### src/rtl/dqs_cal_pkg.sv
// Shared types for the DQS gate calibration sequencer.
// Assumes: a single clock domain; the FSM state is the only shared type.
package dqs_cal_pkg;
    typedef enum logic [2:0] {
        ST_IDLE,
        ST_SAVE,
        ST_CAL,
        ST_REF,
        ST_RESTORE
    } seq_state_e;

    // Bit positions of the PHY calibration control field
    localparam int CAL_GO_BIT   = 0;
    localparam int CAL_MODE_BIT = 1;
endpackage

### src/rtl/dqs_cal_timer.sv
// Calibration wait timer.
// Counts the cycles spent with enable high and flags expiry on the last
// allowed cycle. Clears whenever enable is low.
// Assumes: TIMEOUT >= 1.
module dqs_cal_timer #(
    parameter int TIMEOUT = 2048
) (
    input  logic clk,
    input  logic rst_n,
    input  logic en,
    output logic expire
);
    localparam int CW = $clog2(TIMEOUT + 1);
    localparam logic [CW-1:0] LAST = CW'(TIMEOUT - 1);

    logic [CW-1:0] cnt;

    // cycle counter for the current wait
    always_ff @(posedge clk) begin
        if (!rst_n || !en) cnt <= '0;
        else if (cnt != LAST) cnt <= cnt + 1'b1;
    end

    // expiry on the final cycle of the window
    always_comb expire = en && (cnt == LAST);
endmodule

### src/rtl/dqs_cal_ref_issuer.sv
// Catch-up refresh issuer.
// While go is high it sends NUM_REF refresh requests, one at a time. Each
// request is held until it is acknowledged. fin rises once all of them have
// been acknowledged. Dropping go clears the issuer.
// Assumes: ack is only meaningful while req is high.
module dqs_cal_ref_issuer #(
    parameter int NUM_REF = 3,
    parameter int RANK_W  = 2
) (
    input  logic              clk,
    input  logic              rst_n,
    input  logic              go,
    input  logic              ack,
    output logic              req,
    output logic [RANK_W-1:0] rank,
    output logic              fin
);
    localparam int NW = $clog2(NUM_REF + 1);
    localparam logic [NW-1:0] NUM = NW'(NUM_REF);

    logic [NW-1:0] sent;

    // request handshake and count of acknowledged refreshes
    always_ff @(posedge clk) begin
        if (!rst_n || !go) begin
            req  <= 1'b0;
            sent <= '0;
        end else if (req && ack) begin
            req  <= 1'b0;
            sent <= sent + 1'b1;
        end else if (!req && sent != NUM) begin
            req  <= 1'b1;
        end
    end

    // all ranks addressed, completion flag
    always_comb begin
        rank = {RANK_W{1'b1}};
        fin  = go && (sent == NUM);
    end
endmodule

### src/rtl/dqs_cal_fsm.sv
// Sequence controller: idle, save/zero interval, calibrate, refresh burst,
// restore. Both lanes done takes priority over the timeout in the same cycle.
// Assumes: the caller holds the memory controller in its configuration state.
module dqs_cal_fsm
    import dqs_cal_pkg::*;
(
    input  logic       clk,
    input  logic       rst_n,
    input  logic       start,
    input  logic       lanes_done,
    input  logic       expire,
    input  logic       ref_fin,
    output seq_state_e state
);
    seq_state_e nxt;

    // next-state decode
    always_comb begin
        nxt = state;
        unique case (state)
            ST_IDLE:    if (start) nxt = ST_SAVE;
            ST_SAVE:    nxt = ST_CAL;
            ST_CAL:     if (lanes_done) nxt = ST_REF;
                        else if (expire) nxt = ST_RESTORE;
            ST_REF:     if (ref_fin) nxt = ST_RESTORE;
            ST_RESTORE: nxt = ST_IDLE;
            default:    nxt = ST_IDLE;
        endcase
    end

    // state register
    always_ff @(posedge clk) begin
        if (!rst_n) state <= ST_IDLE;
        else        state <= nxt;
    end
endmodule

### src/rtl/dqs_gate_cal_seq.sv
// DQS gate calibration sequencer (top).
// Suspends auto-refresh and runs PHY gate calibration. Afterwards it sends
// NUM_REF catch-up refreshes and restores the refresh interval.
// Assumes: ivl_rd_i shows the live interval register; the PHY clears its
// lane flags when the calibrate bit drops.
module dqs_gate_cal_seq
    import dqs_cal_pkg::*;
#(
    parameter int IVL_W       = 16,
    parameter int CAL_TIMEOUT = 2048,
    parameter int NUM_REF     = 3,
    parameter int RANK_W      = 2,
    parameter int LANES       = 2
) (
    input  logic              clk,
    input  logic              rst_n,
    input  logic              start_i,
    output logic              busy_o,
    output logic              done_o,
    output logic              err_o,
    input  logic [IVL_W-1:0]  ivl_rd_i,
    output logic              ivl_wr_en_o,
    output logic [IVL_W-1:0]  ivl_wr_data_o,
    output logic [1:0]        cal_ctrl_o,
    input  logic [LANES-1:0]  cal_stat_i,
    output logic              ref_req_o,
    output logic [RANK_W-1:0] ref_rank_o,
    input  logic              ref_ack_i
);
    seq_state_e       state;
    logic             lanes_done;
    logic             expire;
    logic             ref_fin;
    logic             in_cal;
    logic [IVL_W-1:0] saved_ivl;

    always_comb lanes_done = &cal_stat_i;
    always_comb in_cal     = (state == ST_CAL);

    dqs_cal_fsm u_fsm (
        .clk        (clk),
        .rst_n      (rst_n),
        .start      (start_i),
        .lanes_done (lanes_done),
        .expire     (expire),
        .ref_fin    (ref_fin),
        .state      (state)
    );

    dqs_cal_timer #(.TIMEOUT(CAL_TIMEOUT)) u_timer (
        .clk    (clk),
        .rst_n  (rst_n),
        .en     (in_cal),
        .expire (expire)
    );

    dqs_cal_ref_issuer #(.NUM_REF(NUM_REF), .RANK_W(RANK_W)) u_ref (
        .clk   (clk),
        .rst_n (rst_n),
        .go    (state == ST_REF),
        .ack   (ref_ack_i),
        .req   (ref_req_o),
        .rank  (ref_rank_o),
        .fin   (ref_fin)
    );

    // capture the live interval in the cycle it is overwritten with zero
    always_ff @(posedge clk) begin
        if (!rst_n)               saved_ivl <= '0;
        else if (state == ST_SAVE) saved_ivl <= ivl_rd_i;
    end

    // sticky timeout flag, cleared by an accepted start
    always_ff @(posedge clk) begin
        if (!rst_n)                          err_o <= 1'b0;
        else if (state == ST_IDLE && start_i) err_o <= 1'b0;
        else if (in_cal && !lanes_done && expire) err_o <= 1'b1;
    end

    // output decode from state
    always_comb begin
        busy_o                   = (state != ST_IDLE);
        done_o                   = (state == ST_RESTORE);
        ivl_wr_en_o              = (state == ST_SAVE) || (state == ST_RESTORE);
        ivl_wr_data_o            = (state == ST_RESTORE) ? saved_ivl : '0;
        cal_ctrl_o               = 2'b00;
        cal_ctrl_o[CAL_GO_BIT]   = in_cal;
        cal_ctrl_o[CAL_MODE_BIT] = 1'b0;
    end
endmodule

### config.mk
export PLATFORM = sky130hd
export DESIGN_NAME = dqs_gate_cal_seq
export DESIGN_NICKNAME = d
export VERILOG_FILES = /design/src/rtl/dqs_cal_pkg.sv /design/src/rtl/dqs_cal_timer.sv /design/src/rtl/dqs_cal_ref_issuer.sv /design/src/rtl/dqs_cal_fsm.sv /design/src/rtl/dqs_gate_cal_seq.sv
export SDC_FILE = /design/constraint.sdc
export NUM_CORES = 1
export LEC_CHECK = 0
export ABC_AREA = 0
export BUFFER_PORTS_ARGS = -buffer_cell sky130_fd_sc_hd__buf_2
export CAP_MARGIN = 15
export CORE_MARGIN = 5
export CORE_UTILIZATION = 56
export DETAILED_ROUTE_END_ITERATION = 6
export PLACE_DENSITY = 0.86
export SYNTH_ARGS = -nofsm -noshare
export SYNTH_HDL_FRONTEND = slang
export SYNTH_HIERARCHICAL = 1
export SYNTH_SLANG_ARGS = --single-unit
### constraint.sdc
create_clock -name clk -period 4.2 [get_ports clk]
set_clock_uncertainty 0.15 [all_clocks]
set_input_delay 0.21 -clock clk [delete_from_list [all_inputs] [get_ports clk]]
set_output_delay 0.21 -clock clk [all_outputs]
set_load 0.1 [all_outputs]
======== Word level (Yosys, flattened, before mapping) ========
Index checks and enable logic that the tools add are counted.
storage, ports and cells
  input port bits ......................... 22
  output and inout port bits .............. 25
  word-level logic and storage cells ...... 47
  bits in registers ....................... 35
operators by class
  reductions and logical operators ........ 21
  add/subtract/negate cells ............... 2
  mux-type cells .......................... 6
  bitwise operators ....................... 1
  equality and inequality tests ........... 11
operators by type and width
  kind                                                                       number
  16-bit two-way mux                                                         1
  12-bit by 1-bit adder with 12-bit output, second input constant            1
  12-bit by 11-bit equality test with 1-bit output, second input constant    1
  3-bit two-way mux                                                          4
  12-bit by 11-bit inequality test with 1-bit output, second input constant  1
  3-bit one-hot mux with 4 select lines                                      1
  1-bit logical AND                                                          7
  3-bit by 2-bit equality test with 1-bit output, second input constant      2
  2-bit inequality test, second input constant                               3
  1-bit zero test                                                            5
  2-bit OR reduction                                                         2
  3-bit by 1-bit equality test with 1-bit output, second input constant      1
  3-bit equality test, second input constant                                 1
  3-bit zero test                                                            1
  1-bit logical OR                                                           3
  3-bit inequality test, second input constant                               1
  3-bit AND reduction                                                        1
  3-bit nonzero test                                                         1
  2-bit by 1-bit adder with 2-bit output, second input constant              1
  2-bit equality test, second input constant                                 1
  2-bit AND reduction                                                        1
  1-bit NOT                                                                  1

======== Depth between registers and ports, before layout ========
Gate-level depths: netlist of run 1.
  word-level depth ........................ 5
  gate-level depth with buffers ........... 7
  mapped depth without buffers ............ 7

======== Cells and area by module ========
Netlist of run 1, hierarchy kept.
modules (own cells, without submodules)
  module              area each (µm²)  instances  cells each  seq. area each (µm²)
  dqs_gate_cal_seq    830.8            1          102         340.3
  dqs_cal_timer       655.6            1          65          240.2
  dqs_cal_ref_issuer  157.7            1          17          60.1
  dqs_cal_fsm         141.4            1          16          60.1

======== Worst setup path after synthesis of run 1 ========
OpenSTA, ideal clock, no wires.
  kind .................................... register to output
  from .................................... register u_fsm.state[0]
  to ...................................... output port ivl_wr_data_o[0]
  path slack .............................. 1,791 ps
  data arrival time ....................... 2,049 ps
  cell stages (with the launch flop) ...... 4
  path buffers ............................ 1
  required time ........................... 3,840 ps
  cells stage by stage .................... dfxtp_1 > nor3b_2 > buf_2 > and2_1
between the ends
  word-level cells in the longest chain between the ends .. 2
ends and longest elaborated chain
  item                      line                    source
  start: declaration        dqs_cal_fsm.sv:13       output seq_state_e state
  start signal: assignment  dqs_cal_fsm.sv:34       else state <= nxt;
  3-bit equality test       -
  named net done_o          dqs_gate_cal_seq.sv:19  output logic done_o,
  16-bit two-way mux        dqs_gate_cal_seq.sv:85  ivl_wr_data_o = (state == ST_RESTORE) ? saved_ivl : '0;
  end: declaration          dqs_gate_cal_seq.sv:23  output logic [IVL_W-1:0] ivl_wr_data_o,
The timed path passes the listed nets, and every way through them passes these cells.

======== Final worst setup path of run 1 ========
  from .................................... register u_fsm.state[2]
  to ...................................... output port ivl_wr_data_o[12]
between the ends
  word-level cells in the longest chain between the ends .. 2
ends and longest elaborated chain
  item                 line
  3-bit equality test  dqs_gate_cal_seq.sv:85
  16-bit two-way mux   dqs_gate_cal_seq.sv:85
Every way passes these cells.

==> flow_summary.json, run 1 <==
{
  "status": "complete, no violations",
  "yosysUniqueCellTypes": 49,
  "dieArea_um2": 4418,
  "synth-seq-cells": 35,
  "cts_hold_buf": 18,
  "cts_sinks": 35,
  "synth_enable_flop_cells": 0,
  "wl_met3_um": 212,
  "antenna_found_initial": 0,
  "worst_pin_slew_ns": 0.9264,
  "postRouteAntennaNets": 0,
  "syn_inst": 200,
  "drv_slew": 0,
  "die_h_um": 66.47,
  "setup_viol": 0,
  "post-route-min-period_ns": 2.475,
  "maxSlewHeadroom": 0.3797,
  "critPathRequiredTime_ns": 3.84,
  "min_period_over_period": 0.5892,
  "leakagePower_nw": 0.9833,
  "grtUsageTotal": 0.2020,
  "whs_ns": 0.1516,
  "arrival_ns": 2.11,
  "synth_seq_area_share": 0.3924,
  "synth-main-ff-cell": "dfxtp_1",
  "nNetsFinal": 281,
  "drc_errors": 0,
  "critPathMaxStageDelay_ns": 0.68,
  "wire_per_inst_um": 13.25,
  "syn_area_um2": 1785,
  "cts_buffers": 5,
  "slowest_stage": "nor3b_2",
  "wl_met1_mm": 1.736,
  "clock.fmax_mhz": 404.1,
  "finalNonFillerCells": 302,
  "p_per_area_nw_per_um2": 304.8,
  "maxCapViolations": 0,
  "gp_congestion": 0.8572,
  "crit_chain": "nor3b_2, and2_1, buf_2",
  "grt_pass1_vias": 1487,
  "cts-resized-gates": 0,
  "start_util": 0.5848,
  "rsz0062_at_grt": "false",
  "cts_tree": "built",
  "min_path_type": "primary input to flop",
  "clkTransAtPathRegs_ns": 0.10,
  "num_io_pins": 47,
  "cts_root_buf": "clkbuf_4",
  "async_reset_ff_frac": 0,
  "ys_warn_count": 6,
  "final_cell_mix": "buf_2 (43), nand2_1 (40), dfxtp_1 (35)",
  "place_ws_ns": 2.059,
  "critPathMaxFanout": 18,
  "clockBufferDepth": 2,
  "htreeDepth": 2,
  "criticalPathCategory": "flop to primary output",
  "vias_per_cell": 5.215,
  "dp_hpwl_mm": 2.503,
  "grt_start_max_net_pins": 25,
  "layout-drive-gt1-share": 0.2442,
  "drt_iter0_drc": 96,
  "grt_pass1_wl_mm": 6.775,
  "worst_slack_ns": 1.725,
  "highest_layer": "met4",
  "placedCellCount": 276,
  "cts_setup_buffers": 0,
  "core_area_um2": 3053,
  "first_pass_iters": 4,
  "grt.overflow.total": 0,
  "worstSkewPairLatency_ns": 0.33,
  "final_common_cell": "buf_2",
  "crit_path_start_kind": "flop",
  "fp-row-count": 20,
  "io_buffers": 43,
  "area_growth_syn_to_layout_pct": 23.48,
  "hold_viol": 0,
  "antenna_cells": 0,
  "vias": 1575,
  "die_w_um": 66.47,
  "wl_met2_mm": 1.940,
  "r2r_slack_ns": 2.29,
  "cp-end-kind": "primary output",
  "ir_worst_vdd_uv": 273.0,
  "syn_area_per_cell_um2": 8.927,
  "drt_wl_total_mm": 4.001,
  "tns_ns": 0
}
==> layout make-up <==
class                      instances  area (µm²)
sequential                        35       700.7
timing repair buffer              61       395.4
multi-input combinational        152       977.2
inverter                           2       7.507
tap                               44       55.05
fill                             244       848.3
clock buffer                       8       68.82
==> critical path: cells and delay by family (launching register included) <==
family / cells / cell delay (ns)
flip-flops: 1 / 0.43
buffers and inverters: 1 / 0.43
AND/OR/NAND/NOR: 2 / 0.91
==> cells in the mapped netlist (3+ instances only) <==
master / number / area (µm²)
and2_1: 19 / 118.9
a21oi_1: 8 / 40.04
nand3_1: 5 / 25.02
dfxtp_1: 35 / 700.7
nor2_1: 8 / 30.03
xnor2_1: 3 / 26.28
a21boi_1: 11 / 82.58
a21boi_0: 6 / 45.04
nand2_1: 40 / 150.1
buf_2: 3 / 15.01
nor3b_2: 3 / 37.54
a31oi_1: 4 / 25.02
buf_4: 5 / 37.54
==> state kept, by name, summed over array words and instances, names as in the netlist <==
register and count:
err_o 1, saved_ivl 16, u_fsm/state 3, u_ref/req 1, u_ref/sent 2, u_timer/cnt 12
==> kinds of logic (layout without fill, tap and decap cells) <==
kind of cell | count (synthesis) | count (layout) | share of synthesized area
buffers and inverters | 14 | 71 | 0.06236
and+or+nand+nor | 98 | 98 | 0.3139
AOI/OAI and AO/OA | 42 | 42 | 0.1773
DFF | 35 | 35 | 0.3924
other | 2 | 3 | 0.004206
xor gates and xnor gates | 5 | 5 | 0.02453
muxes | 2 | 2 | 0.01121
adders and majority gates | 2 | 2 | 0.01401
==> per-stage QoR <==
| step | util | power [mW] | area (µm²) |
|---|---|---|---|
| 2_1_floorplan | - | 0.4379 | 1789 |
| 3_5_place_dp | 0.6406 | 0.4547 | 1956 |
| 6_report | 0.7221 | 0.6719 | 2205 |
| 5_1_grt | 0.7221 | 0.7054 | 2205 |
| 4_1_cts | 0.7221 | 0.6725 | 2205 |
| 3_3_place_gp | 0.6406 | 0.4533 | 1956 |
==> path summary, 6_finish.rpt <==
path	startpoint	endpoint	depth (start not counted)
worst max-delay path	u_fsm/state[2]$_SDFFE_PN0P_	ivl_wr_data_o[12]	3
worst min-delay path	rst_n	u_timer/cnt[2]$_SDFFE_PP0P_	3
worst max register to register	u_timer/cnt[2]$_SDFFE_PP0P_	err_o$_SDFFE_PP0P_	5
worst min register to register	saved_ivl[13]$_SDFFE_PN0N_	saved_ivl[13]$_SDFFE_PN0N_	2
==> metal layers <==
metal / up-vias / track usage
met5: - / 0
met4: 0 / 0.1066
met3: 13 / 0.05565
met2: 46 / 0.3247
met1: 717 / 0.2435
li1: 799 / -
==> power by group <==
group	switching [mW]	total, mW	internal [mW]
sequential	0.0102	0.354	0.344
clock	0.111	0.210	0.0985
combinational	0.0718	0.108	0.0362
Power figures use the tool's default switching activity.
==> run 2: changes to the inputs <==
--- a/config.mk
+++ b/config.mk
@@ -9,9 +9,9 @@
 export BUFFER_PORTS_ARGS = -buffer_cell sky130_fd_sc_hd__buf_2
 export CAP_MARGIN = 15
 export CORE_MARGIN = 5
-export CORE_UTILIZATION = 56
+export CORE_UTILIZATION = 47
 export DETAILED_ROUTE_END_ITERATION = 6
-export PLACE_DENSITY = 0.86
+export PLACE_DENSITY = 0.77
 export SYNTH_ARGS = -nofsm -noshare
 export SYNTH_HDL_FRONTEND = slang
 export SYNTH_HIERARCHICAL = 1
==> constraint.sdc (replaced) <==
create_clock -name clk -period 2.09 [get_ports clk]
set_clock_uncertainty 0.15 [all_clocks]
set_input_delay 0.1045 -clock clk [delete_from_list [all_inputs] [get_ports clk]]
set_output_delay 0.1045 -clock clk [all_outputs]
set_load 0.1 [all_outputs]
==> flow_summary.json, run 2 (synthesis gave the netlist of run 1 again) <==
{
  "r2r_slack_ns": 0.19,
  "clkTransAtPathRegs_ns": 0.06,
  "multi_input_area_um2": 988.4,
  "area_growth_syn_to_layout_pct": 42.54,
  "fp-row-count": 22,
  "htreeDepth": 2,
  "reg_top3": "saved_ivl x16, u_timer/cnt x12, u_fsm/state x3",
  "die_w_um": 71.64,
  "critPathMaxFanout": 12,
  "crit_path_start_kind": "flop",
  "antenna_cells": 0,
  "fin_util": 0.6951,
  "arrival_ns": 1.65,
  "worst_slack_ns": 0.1860,
  "core_area_um2": 3661,
  "num_io_pins": 47,
  "maxCapViolations": 0,
  "grt.overflow.total": 0,
  "grt_start_max_net_pins": 25,
  "dieArea_um2": 5132,
  "wire_per_inst_um": 12.86,
  "min_period_over_period": 0.9110,
  "largest-register": "saved_ivl",
  "start_util": 0.4877,
  "cts_buffers": 5,
  "post-route-min-period_ns": 1.904,
  "clock.fmax_mhz": 525.2,
  "slowest_stage": "dfxtp_1",
  "grt_pass1_vias": 1476,
  "critPathRequiredTime_ns": 1.84,
  "ir_worst_vdd_uv": 505.6,
  "seq_area_um2": 700.7,
  "cp-end-kind": "primary output",
  "vias": 1553,
  "first_pass_iters": 5,
  "leakagePower_nw": 1.065,
  "cts_hold_buf": 18,
  "setup_viol": 0,
  "nFillCells": 277,
  "die_h_um": 71.64,
  "status": "complete, no violations",
  "grtUsageTotal": 0.1639,
  "hold_viol": 0,
  "largest_register_ffs": 16,
  "min_path_type": "primary input to flop",
  "cts_sinks": 35,
  "rsz0062_at_grt": "false",
  "layout-drive-gt1-share": 0.2874,
  "postRouteAntennaNets": 0,
  "cts_root_buf": "clkbuf_8",
  "critPathMaxStageDelay_ns": 0.52,
  "drt_iter0_drc": 48,
  "cts-resized-gates": 0,
  "crit_chain": "or3b_1, nand2b_1, buf_12",
  "final_cell_mix": "nand2_1 (40), dfxtp_1 (35), buf_2 (25)",
  "grt_pass1_wl_mm": 6.644,
  "drc_errors": 0,
  "criticalPathCategory": "flop to primary output",
  "final_common_cell": "nand2_1",
  "clockBufferDepth": 2,
  "tns_ns": 0,
  "antenna_found_initial": 0,
  "nNetsFinal": 284,
  "gp_congestion": 0.8415,
  "place_ws_ns": 0.2726,
  "worstSkewPairLatency_ns": 0.28,
  "drt_wl_total_mm": 3.974,
  "dp_hpwl_mm": 2.697,
  "vias_per_cell": 5.026,
  "cts_setup_buffers": 0,
  "drv_slew": 0,
  "cts_tree": "built",
  "io_buffers": 43,
  "p_per_area_nw_per_um2": 575.4
}
[run 2: path summary, 6_finish.rpt]
path,startpoint,endpoint,cells past startpoint
max reg2reg,u_timer/cnt[2]$_SDFFE_PP0P_,u_fsm/state[2]$_SDFFE_PN0P_,6
min reg2reg,saved_ivl[13]$_SDFFE_PN0N_,saved_ivl[13]$_SDFFE_PN0N_,2
min,cal_stat_i[1],u_fsm/state[0]$_SDFFE_PN0P_,4
max,u_fsm/state[0]$_SDFFE_PN0P_,ivl_wr_en_o,3
[run 2: final cells by class]
class,count,share of cell area
Multi-Input combinational cell,152,0.3884
Sequential cell,35,0.2753
Timing Repair Buffer,64,0.2704
Clock buffer,8,0.03933
Tap cell,48,0.02360
Inverter,2,0.002950
[run 2: routing by layer]
layer	part of all wire	routed length, µm	up-vias	track usage
met4	0.023	91	0	0.07933
met3	0.053	209	8	0.04909
met2	0.49	1931	38	0.2755
li1	-	-	800	-
met1	0.44	1741	707	0.1888
met5	0	0	-	0
[run 2: power breakdown]
group / internal (mW) / switching, mW / total [mW]
sequential: 0.692 / 0.0205 / 0.712
clock: 0.300 / 0.225 / 0.525
combinational: 0.0830 / 0.144 / 0.227
total: 1.08 / 0.389 / 1.46
[run 2: through the flow]
stage          hold slack, ns  cell area [µm²]  std cells  power (mW)
2_1_floorplan         0.05412             1800        201      0.8799
3_3_place_gp           0.1969             2265        283      0.9231
3_5_place_dp           0.1976             2265        283      0.9278
4_1_cts               0.08339             2545        309       1.488
5_1_grt                0.1262             2545        309       1.532
6_report               0.1071             2545        309       1.464
[run 2: worst max-delay path: cells and delay by family (launching register included)]
kind / cells / cell delay, ns
buffers and inverters: 1 / 0.18
and+or+nand+nor: 2 / 0.65
DFF: 1 / 0.52
